===== src/rtl/adc_seq_pkg.sv =====
// Shared types for the ADC conversion sequencer.
// Assumes: a single clock domain; all users import this package.
package adc_seq_pkg;
    typedef enum logic {
        TRIG_SOFT = 1'b0,
        TRIG_PIN  = 1'b1
    } trig_src_e;
endpackage


===== src/rtl/adc_seq_edge.sv =====
// Rising-edge detector for the hardware trigger pin.
// Assumes: the pin is already synchronous to clk.
module adc_seq_edge (
    input  logic clk,
    input  logic rst_n,
    input  logic lvl,
    output logic rise
);
    logic lvl_q;

    // Remember the previous pin level.
    always_ff @(posedge clk) begin
        if (!rst_n) lvl_q <= 1'b0;
        else        lvl_q <= lvl;
    end

    assign rise = lvl & ~lvl_q;
endmodule


===== src/rtl/adc_seq_cmp.sv =====
// Threshold qualifier: says whether a result meets the compare condition.
// Assumes: result and threshold are unsigned and share one width.
module adc_seq_cmp #(
    parameter int RES_W = 10
) (
    input  logic [RES_W-1:0] result,
    input  logic [RES_W-1:0] thresh,
    input  logic             gte_mode,
    input  logic             enable,
    output logic             pass
);
    // Pass everything when disabled, otherwise apply the selected sense.
    always_comb begin
        if (!enable)       pass = 1'b1;
        else if (gte_mode) pass = (result >= thresh);
        else               pass = (result < thresh);
    end
endmodule


===== src/rtl/adc_seq_irq.sv =====
// Registered interrupt line: flag AND enable, one cycle later, glitch free.
// Assumes: flag and enable are register outputs.
module adc_seq_irq (
    input  logic clk,
    input  logic rst_n,
    input  logic flag,
    input  logic enable,
    output logic irq
);
    // Register the qualified flag.
    always_ff @(posedge clk) begin
        if (!rst_n) irq <= 1'b0;
        else        irq <= flag & enable;
    end
endmodule


===== src/rtl/adc_seq_ctrl.sv =====
// ADC conversion control sequencer: holds the control word and trigger
// source, and issues start, abort and repeat requests to a converter.
// Assumes: the converter answers a request with a single-cycle done pulse,
// and drops a job on abort. All inputs are synchronous to clk.
module adc_seq_ctrl
    import adc_seq_pkg::*;
#(
    parameter int CH_W  = 5,
    parameter int RES_W = 10
) (
    input  logic             clk,
    input  logic             rst_n,
    input  logic             ctl_wr,
    input  logic [CH_W-1:0]  wr_chan,
    input  logic             wr_cont,
    input  logic             wr_irq_en,
    input  logic             cfg_wr,
    input  logic             cfg_trig_hw,
    input  logic             hw_trig,
    input  logic             rd_low,
    input  logic             cmp_en,
    input  logic             cmp_gte,
    input  logic [RES_W-1:0] cmp_val,
    input  logic             conv_done,
    input  logic [RES_W-1:0] conv_result,
    output logic             conv_req,
    output logic             conv_abort,
    output logic [CH_W-1:0]  conv_chan,
    output logic [CH_W-1:0]  chan,
    output logic             cont_en,
    output logic             irq_en,
    output logic             trig_hw,
    output logic             active,
    output logic             done_flag,
    output logic             irq
);
    localparam logic [CH_W-1:0] CH_OFF = {CH_W{1'b1}};

    trig_src_e trig_q;
    logic      pin_rise;
    logic      cmp_pass;
    logic      done_ok;
    logic      start_soft;
    logic      start_pin;
    logic      restart;

    adc_seq_edge u_edge (
        .clk   (clk),
        .rst_n (rst_n),
        .lvl   (hw_trig),
        .rise  (pin_rise)
    );

    adc_seq_cmp #(.RES_W(RES_W)) u_cmp (
        .result   (conv_result),
        .thresh   (cmp_val),
        .gte_mode (cmp_gte),
        .enable   (cmp_en),
        .pass     (cmp_pass)
    );

    adc_seq_irq u_irq (
        .clk    (clk),
        .rst_n  (rst_n),
        .flag   (done_flag),
        .enable (irq_en),
        .irq    (irq)
    );

    // Event decode: a control write outranks completions and pin edges.
    always_comb begin
        done_ok    = conv_done & active & ~ctl_wr;
        start_soft = ctl_wr & (trig_q == TRIG_SOFT) & (wr_chan != CH_OFF);
        start_pin  = pin_rise & (trig_q == TRIG_PIN) & ~active & ~ctl_wr
                     & (chan != CH_OFF);
        restart    = done_ok & cont_en & (chan != CH_OFF);
    end

    // Control word and trigger-source storage.
    always_ff @(posedge clk) begin
        if (!rst_n) begin
            chan    <= CH_OFF;
            cont_en <= 1'b0;
            irq_en  <= 1'b0;
            trig_q  <= TRIG_SOFT;
        end else begin
            if (ctl_wr) begin
                chan    <= wr_chan;
                cont_en <= wr_cont;
                irq_en  <= wr_irq_en;
            end
            if (cfg_wr) trig_q <= cfg_trig_hw ? TRIG_PIN : TRIG_SOFT;
        end
    end

    // Conversion sequencing: active flag and converter strobes.
    always_ff @(posedge clk) begin
        if (!rst_n) begin
            active     <= 1'b0;
            conv_req   <= 1'b0;
            conv_abort <= 1'b0;
            conv_chan  <= CH_OFF;
        end else begin
            conv_abort <= ctl_wr & active;
            conv_req   <= start_soft | start_pin | restart;
            if (ctl_wr)         active <= start_soft;
            else if (start_pin) active <= 1'b1;
            else if (done_ok)   active <= restart;
            if (ctl_wr)         conv_chan <= wr_chan;
            else if (start_pin) conv_chan <= chan;
        end
    end

    // Done flag: set by a qualifying completion, cleared by write or read.
    always_ff @(posedge clk) begin
        if (!rst_n)                   done_flag <= 1'b0;
        else if (ctl_wr)              done_flag <= 1'b0;
        else if (done_ok && cmp_pass) done_flag <= 1'b1;
        else if (rd_low)              done_flag <= 1'b0;
    end

    assign trig_hw = (trig_q == TRIG_PIN);
endmodule


===== config.mk =====
export PLATFORM = sky130hd
export DESIGN_NAME = adc_seq_ctrl
export DESIGN_NICKNAME = d
export VERILOG_FILES = /design/src/rtl/adc_seq_pkg.sv /design/src/rtl/adc_seq_edge.sv /design/src/rtl/adc_seq_cmp.sv /design/src/rtl/adc_seq_irq.sv /design/src/rtl/adc_seq_ctrl.sv
export SDC_FILE = /design/constraint.sdc
export NUM_CORES = 1
export LEC_CHECK = 0
export BUFFER_PORTS_ARGS = -buffer_cell sky130_fd_sc_hd__buf_2
export CAP_MARGIN = 5
export CORE_MARGIN = 1.5
export CORE_UTILIZATION = 45
export CTS_BUF_LIST = sky130_fd_sc_hd__clkbuf_4 sky130_fd_sc_hd__clkbuf_8
export DETAILED_ROUTE_END_ITERATION = 7
export GPL_ROUTABILITY_DRIVEN = 0
export PLACE_DENSITY = 0.81
export SYNTH_ARGS = -nofsm -noshare
export SYNTH_HDL_FRONTEND = slang
export SYNTH_SLANG_ARGS = --single-unit

===== constraint.sdc =====
create_clock -name clk -period 2 [get_ports clk]
set_input_delay 0.3 -clock clk [delete_from_list [all_inputs] [get_ports clk]]
set_output_delay 0.3 -clock clk [all_outputs]
set_load 0.01 [all_outputs]

==> results of run 1 <==
## placed cells by master, fill, tap and decap left out, drive strengths merged
cell type  count
buf           54
dfxtp         19
inv           15
ha            10
mux2i          8
nand2          8
a21oi          6
and3           5
nor2           5
mux2           4
or2            4
nand3          3
clkbuf         3
nor2b          2
o21ai          2
nand4          2
and2           1
and4b          1
nand3b         1
nand2b         1
and2b          1
o221a          1
a211oi         1
o31ai          1
a21o           1
or3            1
nand4b         1
a31oi          1
nor4           1
o32a           1
o32ai          1
clkinv         1
## routing by layer
layer / track usage [%] / routed length [microns] / up-vias
met5: 0 / 0 / -
met4: 7.66 / 48 / 0
met3: 3.57 / 139 / 6
met2: 37.7 / 1180 / 38
met1: 21.8 / 955 / 444
li1: - / - / 494
## worst max-delay path, cell delays in order
cell and delay, ns:
buf_2 0.08, inv_1 0.04, ha_1 0.29, nand4_1 0.13
or3_1 0.39, a31oi_1 0.18, nor4_1 0.07, o32ai_1 0.12
## final cells by class
type                       instances  share of cell area, %
timing repair buffer              54                   20.2
clock inverter                     1                  0.375
multi-input combinational         74                   42.5
sequential                        19                   28.5
clock buffer                       3                   1.69
tap                               27                   2.53
inverter                          15                   4.21
## how the worst min path moves through the flow
stage	startpoint	slack (ns)	depth (start not counted)	endpoint
global placement	conv_chan[0]	0.45	2	conv_chan[0]
floorplan	rst_n	0.37	1	conv_chan[4]
global route	rd_low	0.18	2	done_flag
CTS	rd_low	0.20	2	done_flag
finish	rd_low	0.21	2	done_flag
detailed placement	conv_chan[3]	0.46	2	conv_chan[3]
## report_power, final
part | switching [uW] | internal, uW | leakage (uW)
Clock | 116 | 74.5 | 0.0000177
Sequential | 14.0 | 402 | 0.000157
Combinational | 89.9 | 94.4 | 0.000545
## kinds of logic after synthesis
logic type	Yosys count	share of synthesized area, %
flops	19	37.5
mux	12	12.3
fa+ha+maj	10	12.3
simple gates	37	20.5
buf+inv	17	6.42
compound gates	15	10.9
## through the flow
| step | hold WS, ns | cells |
|---|---|---|
| after floorplan | 0.373 | 110 |
| after global placement | 0.451 | 189 |
| after detailed placement | 0.458 | 189 |
| after CTS | 0.197 | 193 |
| after global routing | 0.176 | 193 |
| final | 0.205 | 193 |
==> impl_metrics.toml, run 1 <==
[cts]
cts_tree = "done"
clock_sinks = 19
cts_post_setup_buffers_inserted = 0
hold_buffers = 0
clk_pin_slew_ns = 0.10
cts_buffer_depth = 2
ctsResizeCount = 0
htreeDepth = 1
clk_latency_ns = 0.30
numCtsBuffers = 3
cts_root_buf = "clkbuf_4"

[layout]
multiInputGateArea_sq_um = 568
seqCellArea_sq_um = 380
insertedDiodeCount = 0
drive_above_1_share_pct = 41.0
design_area_sq_um = 1340
reg.largest.list = "chan: 5 flops, conv_chan: 5 flops"
final.fill_count = 205
final_core_util_pct = 65.4
fin_nets = 214
syn_to_final_growth_pct = 31.9

[setup_path]
startpoint_type = "primary input"
endpoint_kind = "flop"
critPathRequiredTime_ns = 2.21
critical_path.endpoint = "done_flag"
worstReg2RegEnd = "active"
cp.arrival_ns = 1.60
worstSetupStartpoint = "cmp_val[8]"
cp_max_fo = 3
crit_type = "primary input to flop"
timing.reg2reg.worst_path_depth = 5
worst-r2r-setup-slack_ns = 0.62
regToRegStartpoint = "chan[1]"

[detailed_routing]
drt-vias-per-instance = 5.09
drc = 0
wl_per_cell_microns = 12.0
routed_wl_microns = 2320
drt-initial-drc-count = 5
via_count = 982
ant_nets = 0
firstDrtPassIters = 4

[power_and_ir_drop]
ir_drop_v = 0.000360
power_density_nw_per_um2 = 592
finalPower_uw = 791
p_leak_uw = 0.000720

[synthesis]
synth_top_cell_by_area = "dfxtp_1"
ys_types = 32
synth_fp_nets = 157
synthFlopType = "dfxtp_1"
syn_inst = 110
async_reset_ff_share_pct = 0
post-synth-top-count-cell = "dfxtp_1"
synth_common_cells = "dfxtp_1, inv_1, ha_1, mux2i_1, nand2_1"
ys_warn_count = 0
synthTopCellsByArea = "dfxtp_1, ha_1, mux2i_1, inv_1, mux2_2"
synth_area_sq_um = 1010
synth_edf_count = 0
synth_seq_cells = 19
syn_avg_cell_area_sq_um = 9.21
ys_seq_area_share_pct = 37.5
yosysTopAreaCellShare_pct = 37.5

[die]
die_h_microns = 50.5
ios = 55
initial_utilization_pct = 49.6
design.die.area_sq_um = 2550
die_x_microns = 50.5
placeableCoreArea_sq_um = 2040
rows = 16

[flow_run]
cap_viol_max_count = 0

[placement]
dp_hpwl_microns = 1910
dpl_cell_area_sq_um = 1310
pre_cts_ws_ns = 0.302
portBuffers = 54

[grt]
antenna_found_initial = 0
grt_pass1_wl_microns = 3960
grt_pass1_vias = 948
grtUsageTotal_pct = 20.0
grt_max_degree = 15
overflow = 0

[timing]
maxSlewHeadroom_pct = 78.4
setup_ws_ns = 0.610
hold_viol = 0
fmax_mhz = 720
clock-skew-final_ns = 0.0110
setup_viol = 0
drv_slew = 0
fin_setup_tns_ns = 0
finalCritPeriodShare_pct = 69.5
rsz0062_at_grt = "no"
period_needed_ns = 1.39
worst_pin_slew_ns = 0.322

[min_path]
min-delay-path-class = "primary input to flop"

[outcome]
outcome = "complete, no violations"
No activity file was read; power rests on OpenSTA's default activity.
==> inputs of run 2 (changes only) <==
==> constraint.sdc (replaced) <==
create_clock -name clk -period 1.4 [get_ports clk]
set_input_delay 0.21 -clock clk [delete_from_list [all_inputs] [get_ports clk]]
set_output_delay 0.21 -clock clk [all_outputs]
set_load 0.01 [all_outputs]
==> run 2 against run 1 <==
Net effect:
- clock-buffer cell count is 1 higher
- sequential power increased by 43%
- clock power is 51% higher
- setup slack lost 0.55 ns
- final cell count is 2.6% higher
- via count is 2.7% higher
- critical path depth fell by 3
==> impl_metrics.toml, run 2 (synthesized netlist as in run 1, its figures left out) <==
[setup_path]
startpoint_type = "flop"
slowest_stage = "dfxtp_2"
path_cells = "and3_4 -> nand3_4 -> a21oi_4 -> inv_1 -> o221a_1"
cp_max_fo = 7
critPathRequiredTime_ns = 1.58
crit_type = "flop to flop"
cp_num_buf_inv = 1
slowest_delay_ns = 0.36
path_delay_family = "compound AO/OA/AOI/OAI gates"
cp.arrival_ns = 1.52
endpoint_kind = "flop"

[layout]
drive_above_1_share_pct = 45.6
reg.largest.list = "chan: 5 flops, conv_chan: 5 flops"
fin_nets = 219
final_common_cell = "buf_2"
final.fill_count = 180
syn_to_final_growth_pct = 37.9
final_cells = 198
design_area_sq_um = 1400
layout_common_cells = "buf_2, dfxtp_1, inv_1"
insertedDiodeCount = 0
final_core_util_pct = 68.4

[placement]
dp_hpwl_microns = 1970
portBuffers = 54
dp_cells = 194
dpl_cell_area_sq_um = 1350

[timing]
finalCritPeriodShare_pct = 95.4
period_needed_ns = 1.34
maxSlewHeadroom_pct = 80.2
fmax_mhz = 749
setup_viol = 0
fin_setup_tns_ns = 0
hold_viol = 0
clock-skew-final_ns = 0.00168
drv_slew = 0
worst_pin_slew_ns = 0.296
rsz0062_at_grt = "no"

[min_path]
min-delay-path-class = "primary input to flop"

[die]
rows = 16
placeableCoreArea_sq_um = 2040
ios = 55
initial_utilization_pct = 49.6
die_x_microns = 50.5
design.die.area_sq_um = 2550
die_h_microns = 50.5

[detailed_routing]
drc = 0
routed_wl_microns = 2450
ant_nets = 0
drt-initial-drc-count = 14
firstDrtPassIters = 4
via_count = 1009
drt-vias-per-instance = 5.10
wl_per_cell_microns = 12.4

[outcome]
outcome = "complete, no violations"

[cts]
clk_pin_slew_ns = 0.10
cts_tree = "done"
clk_latency_ns = 0.28
hold_buffers = 0
cts_root_buf = "clkbuf_4"
cts_buffer_depth = 2
numCtsBuffers = 3
clock_sinks = 19
cts_post_setup_buffers_inserted = 0
htreeDepth = 1

[power_and_ir_drop]
p_leak_uw = 0.000748
finalPower_uw = 1170
ir_drop_v = 0.000507
power_density_nw_per_um2 = 840

[grt]
grt_pass1_wl_microns = 4230
antenna_found_initial = 0
grt_max_degree = 14
grt_pass1_vias = 1076
grtUsageTotal_pct = 21.3
overflow = 0

[flow_run]
cap_viol_max_count = 0
## run 2: cell count changes in the layout (fill, tap and decap cells not counted), sizes merged
cell	change
clkbuf	+1
buf	+5
clkinv	-1
## run 2: metrics by stage
step | setup slack (ns) | hold WS (ns)
floorplan | 0.000345 | 0.283
global placement | -0.117 | 0.421
detailed placement | -0.204 | 0.416
CTS | 0.00592 | 0.112
global route | 0.00114 | 0.117
finish | 0.0645 | 0.108
## run 2: timing repair
action                                  CTS  global route
endpoints found under the hold margin     0             0
gates cloned                              0             0
resized for setup                         3             3
endpoints found under the setup margin    1             5
pin swaps                                 1             3
## run 2: area by class of cell
cell class | instances | area, sq um | share of cell area [%]
Timing Repair Buffer | 59 | 308 | 22.0
Clock buffer | 4 | 30.0 | 2.15
Inverter | 15 | 56.3 | 4.03
Multi-Input combinational cell | 74 | 586 | 41.9
Sequential cell | 19 | 384 | 27.5
Tap cell | 27 | 33.8 | 2.42
## run 2: path summary, 6_finish.rpt
kind,start,to,slack [ns],cells past startpoint
worst max register to register,chan[1],active,0.06,5
worst min-delay path,rd_low,done_flag,0.11,2
worst min register to register,conv_chan[2],conv_chan[2],0.48,2
worst max-delay path,chan[1],active,0.06,5
## run 2: power by group
group	total [uW]	internal, uW	switching, uW
Sequential	594	575	19.1
Clock	289	130	159
Combinational	291	153	138
Total	1170	858	316
## run 2: worst reg2reg max path, delay by kind of cell (launching register included)
family,cells,cell delay [ns]
AO/OA/AOI/OAI,2,0.52
AND/OR/NAND/NOR,2,0.29
flip-flops,1,0.36
buffers and inverters,1,0.08
## run 2: routing by layer
metal / track usage (%) / share of wire, % / up-vias
met5: 0 / 0 / -
met4: 7.66 / 1.8 / 0
met3: 5.06 / 6.5 / 6
met2: 42.3 / 53 / 41
met1: 21.0 / 39 / 457
li1: - / - / 505
==> inputs of run 3 (changes only) <==
--- a/config.mk
+++ b/config.mk
@@ -7,8 +7,10 @@
 export LEC_CHECK = 0
 export BUFFER_PORTS_ARGS = -buffer_cell sky130_fd_sc_hd__buf_2
 export CAP_MARGIN = 5
+export CELL_PAD_IN_SITES_DETAIL_PLACEMENT = 0
+export CELL_PAD_IN_SITES_GLOBAL_PLACEMENT = 1
 export CORE_MARGIN = 1.5
-export CORE_UTILIZATION = 45
+export CORE_UTILIZATION = 32
 export CTS_BUF_LIST = sky130_fd_sc_hd__clkbuf_4 sky130_fd_sc_hd__clkbuf_8
 export DETAILED_ROUTE_END_ITERATION = 7
 export GPL_ROUTABILITY_DRIVEN = 0
==> constraint.sdc (replaced) <==
create_clock -name clk -period 1.5 [get_ports clk]
set_input_delay 0.225 -clock clk [delete_from_list [all_inputs] [get_ports clk]]
set_output_delay 0.225 -clock clk [all_outputs]
set_load 0.01 [all_outputs]
==> run 3 against run 2 <==
Net effect:
- combinational power decreased by 10%
- final cell count increased by 9.1%
- sequential share of layout area decreased by 0.32 points
- register-to-register slack improved by 0.06 ns
==> impl_metrics.toml, run 3 (synthesized netlist as in run 1, its figures left out) <==
[timing]
maxSlewHeadroom_pct = 79.3
drv_slew = 0
worst_pin_slew_ns = 0.307
hold_viol = 0
rsz0062_at_grt = "no"
clock-skew-final_ns = 0.00706
finalCritPeriodShare_pct = 91.7
fmax_mhz = 727
setup_viol = 0
period_needed_ns = 1.38

[placement]
dpl_cell_area_sq_um = 1380
portBuffers = 54
dp_hpwl_microns = 1860
dp_cells = 212

[detailed_routing]
via_count = 965
wl_per_cell_microns = 10.4
drt-initial-drc-count = 45
routed_wl_microns = 2240
drc = 0
ant_nets = 0
drt-vias-per-instance = 4.47
firstDrtPassIters = 6

[min_path]
min-delay-path-class = "primary input to flop"

[layout]
syn_to_final_growth_pct = 39.5
design_area_sq_um = 1410
insertedDiodeCount = 0
final.fill_count = 296
final_common_cell = "buf_2"
fin_nets = 220
layout_common_cells = "buf_2, dfxtp_1, inv_1"
drive_above_1_share_pct = 45.3
reg.largest.list = "chan: 5 flops, conv_chan: 5 flops"
final_cells = 216
seqCellArea_sq_um = 384
multiInputGateArea_sq_um = 573

[setup_path]
critPathRequiredTime_ns = 1.70
cp_max_fo = 7
path_cells = "and3_1 -> nand3_2 -> a21oi_4 -> inv_1 -> o221a_1"
startpoint_type = "flop"
cp_num_buf_inv = 1
cp.arrival_ns = 1.57
crit_type = "flop to flop"
path_delay_family = "compound AO/OA/AOI/OAI gates"
slowest_stage = "dfxtp_2"
endpoint_kind = "flop"
slowest_delay_ns = 0.36

[die]
placeableCoreArea_sq_um = 3030
design.die.area_sq_um = 3510
rows = 20
die_x_microns = 59.3
initial_utilization_pct = 33.5
ios = 55
die_h_microns = 59.3

[cts]
cts_root_buf = "clkbuf_4"
clock_sinks = 19
cts_post_setup_buffers_inserted = 0
clk_latency_ns = 0.30
numCtsBuffers = 3
cts_buffer_depth = 2
clk_pin_slew_ns = 0.11
cts_tree = "done"
htreeDepth = 1

[grt]
grt.busiest_layer = "met2"
met1_usage_pct = 16.2
grt_pass1_wl_microns = 3710
grt_pass1_vias = 932
overflow = 0
grtUsageTotal_pct = 13.8
antenna_found_initial = 0
grt_max_degree = 14
use_met3_pct = 3.49
grt_use_met2_pct = 23.7

[flow_run]
cap_viol_max_count = 0

[power_and_ir_drop]
intPower_uw = 798
p_leak_uw = 0.000752
power_density_nw_per_um2 = 775
p_comb_share_pct = 23.9
p_sw_share_pct = 27.2
seqPwrFrac_pct = 50.6
p_clk_share_pct = 25.5
ir_drop_v = 0.000238
p_sw_uw = 298

[outcome]
outcome = "complete, no violations"
## run 3: path summary, 6_finish.rpt
path,slack [ns],depth (start not counted),to,from
setup reg to reg,0.12,5,active,chan[1]
hold / removal,0.12,2,done_flag,rd_low
hold reg to reg,0.49,2,conv_chan[0],conv_chan[0]
setup / recovery,0.12,5,active,chan[1]
## run 3: area by class of cell
class | instances | share of cell area (%)
timing repair buffer | 60 | 22.3
tap | 44 | 3.89
sequential | 19 | 27.2
inverter | 15 | 3.98
multi-input combinational | 74 | 40.5
clock buffer | 4 | 2.12
## run 3: metal layers
layer	vias up	wire, microns
met1	410	1030
met3	3	199
met2	49	975
met5	-	0
li1	503	-
met4	0	29
## run 3: stage by stage
stage / utilization (%) / hold WS, ns / total power [uW] / setup TNS (ns) / setup WS [ns]
2_1_floorplan: - / 0.298 / 705 / 0 / 0.0832
3_3_place_gp: 45.4 / 0.425 / 820 / -0.0423 / -0.0423
3_5_place_dp: 45.4 / 0.440 / 827 / -0.115 / -0.115
4_1_cts: 46.4 / 0.107 / 1110 / 0 / 0.0737
5_1_grt: 46.7 / 0.110 / 1160 / 0 / 0.00250
6_report: 46.7 / 0.117 / 1100 / 0 / 0.125
## run 3: repair_timing
item	in CTS	in global routing
endpoints found under the setup margin	0	4
gates resized for setup	0	4
hold buffers	0	0
## run 3: power groups by stage
stage	sequential [uW]	clock (uW)	combinational, uW
after floorplan	578	0	126
after global placement	564	0	256
after detailed placement	565	0	262
after CTS	554	291	263
after global routing	558	311	296
final	555	279	262
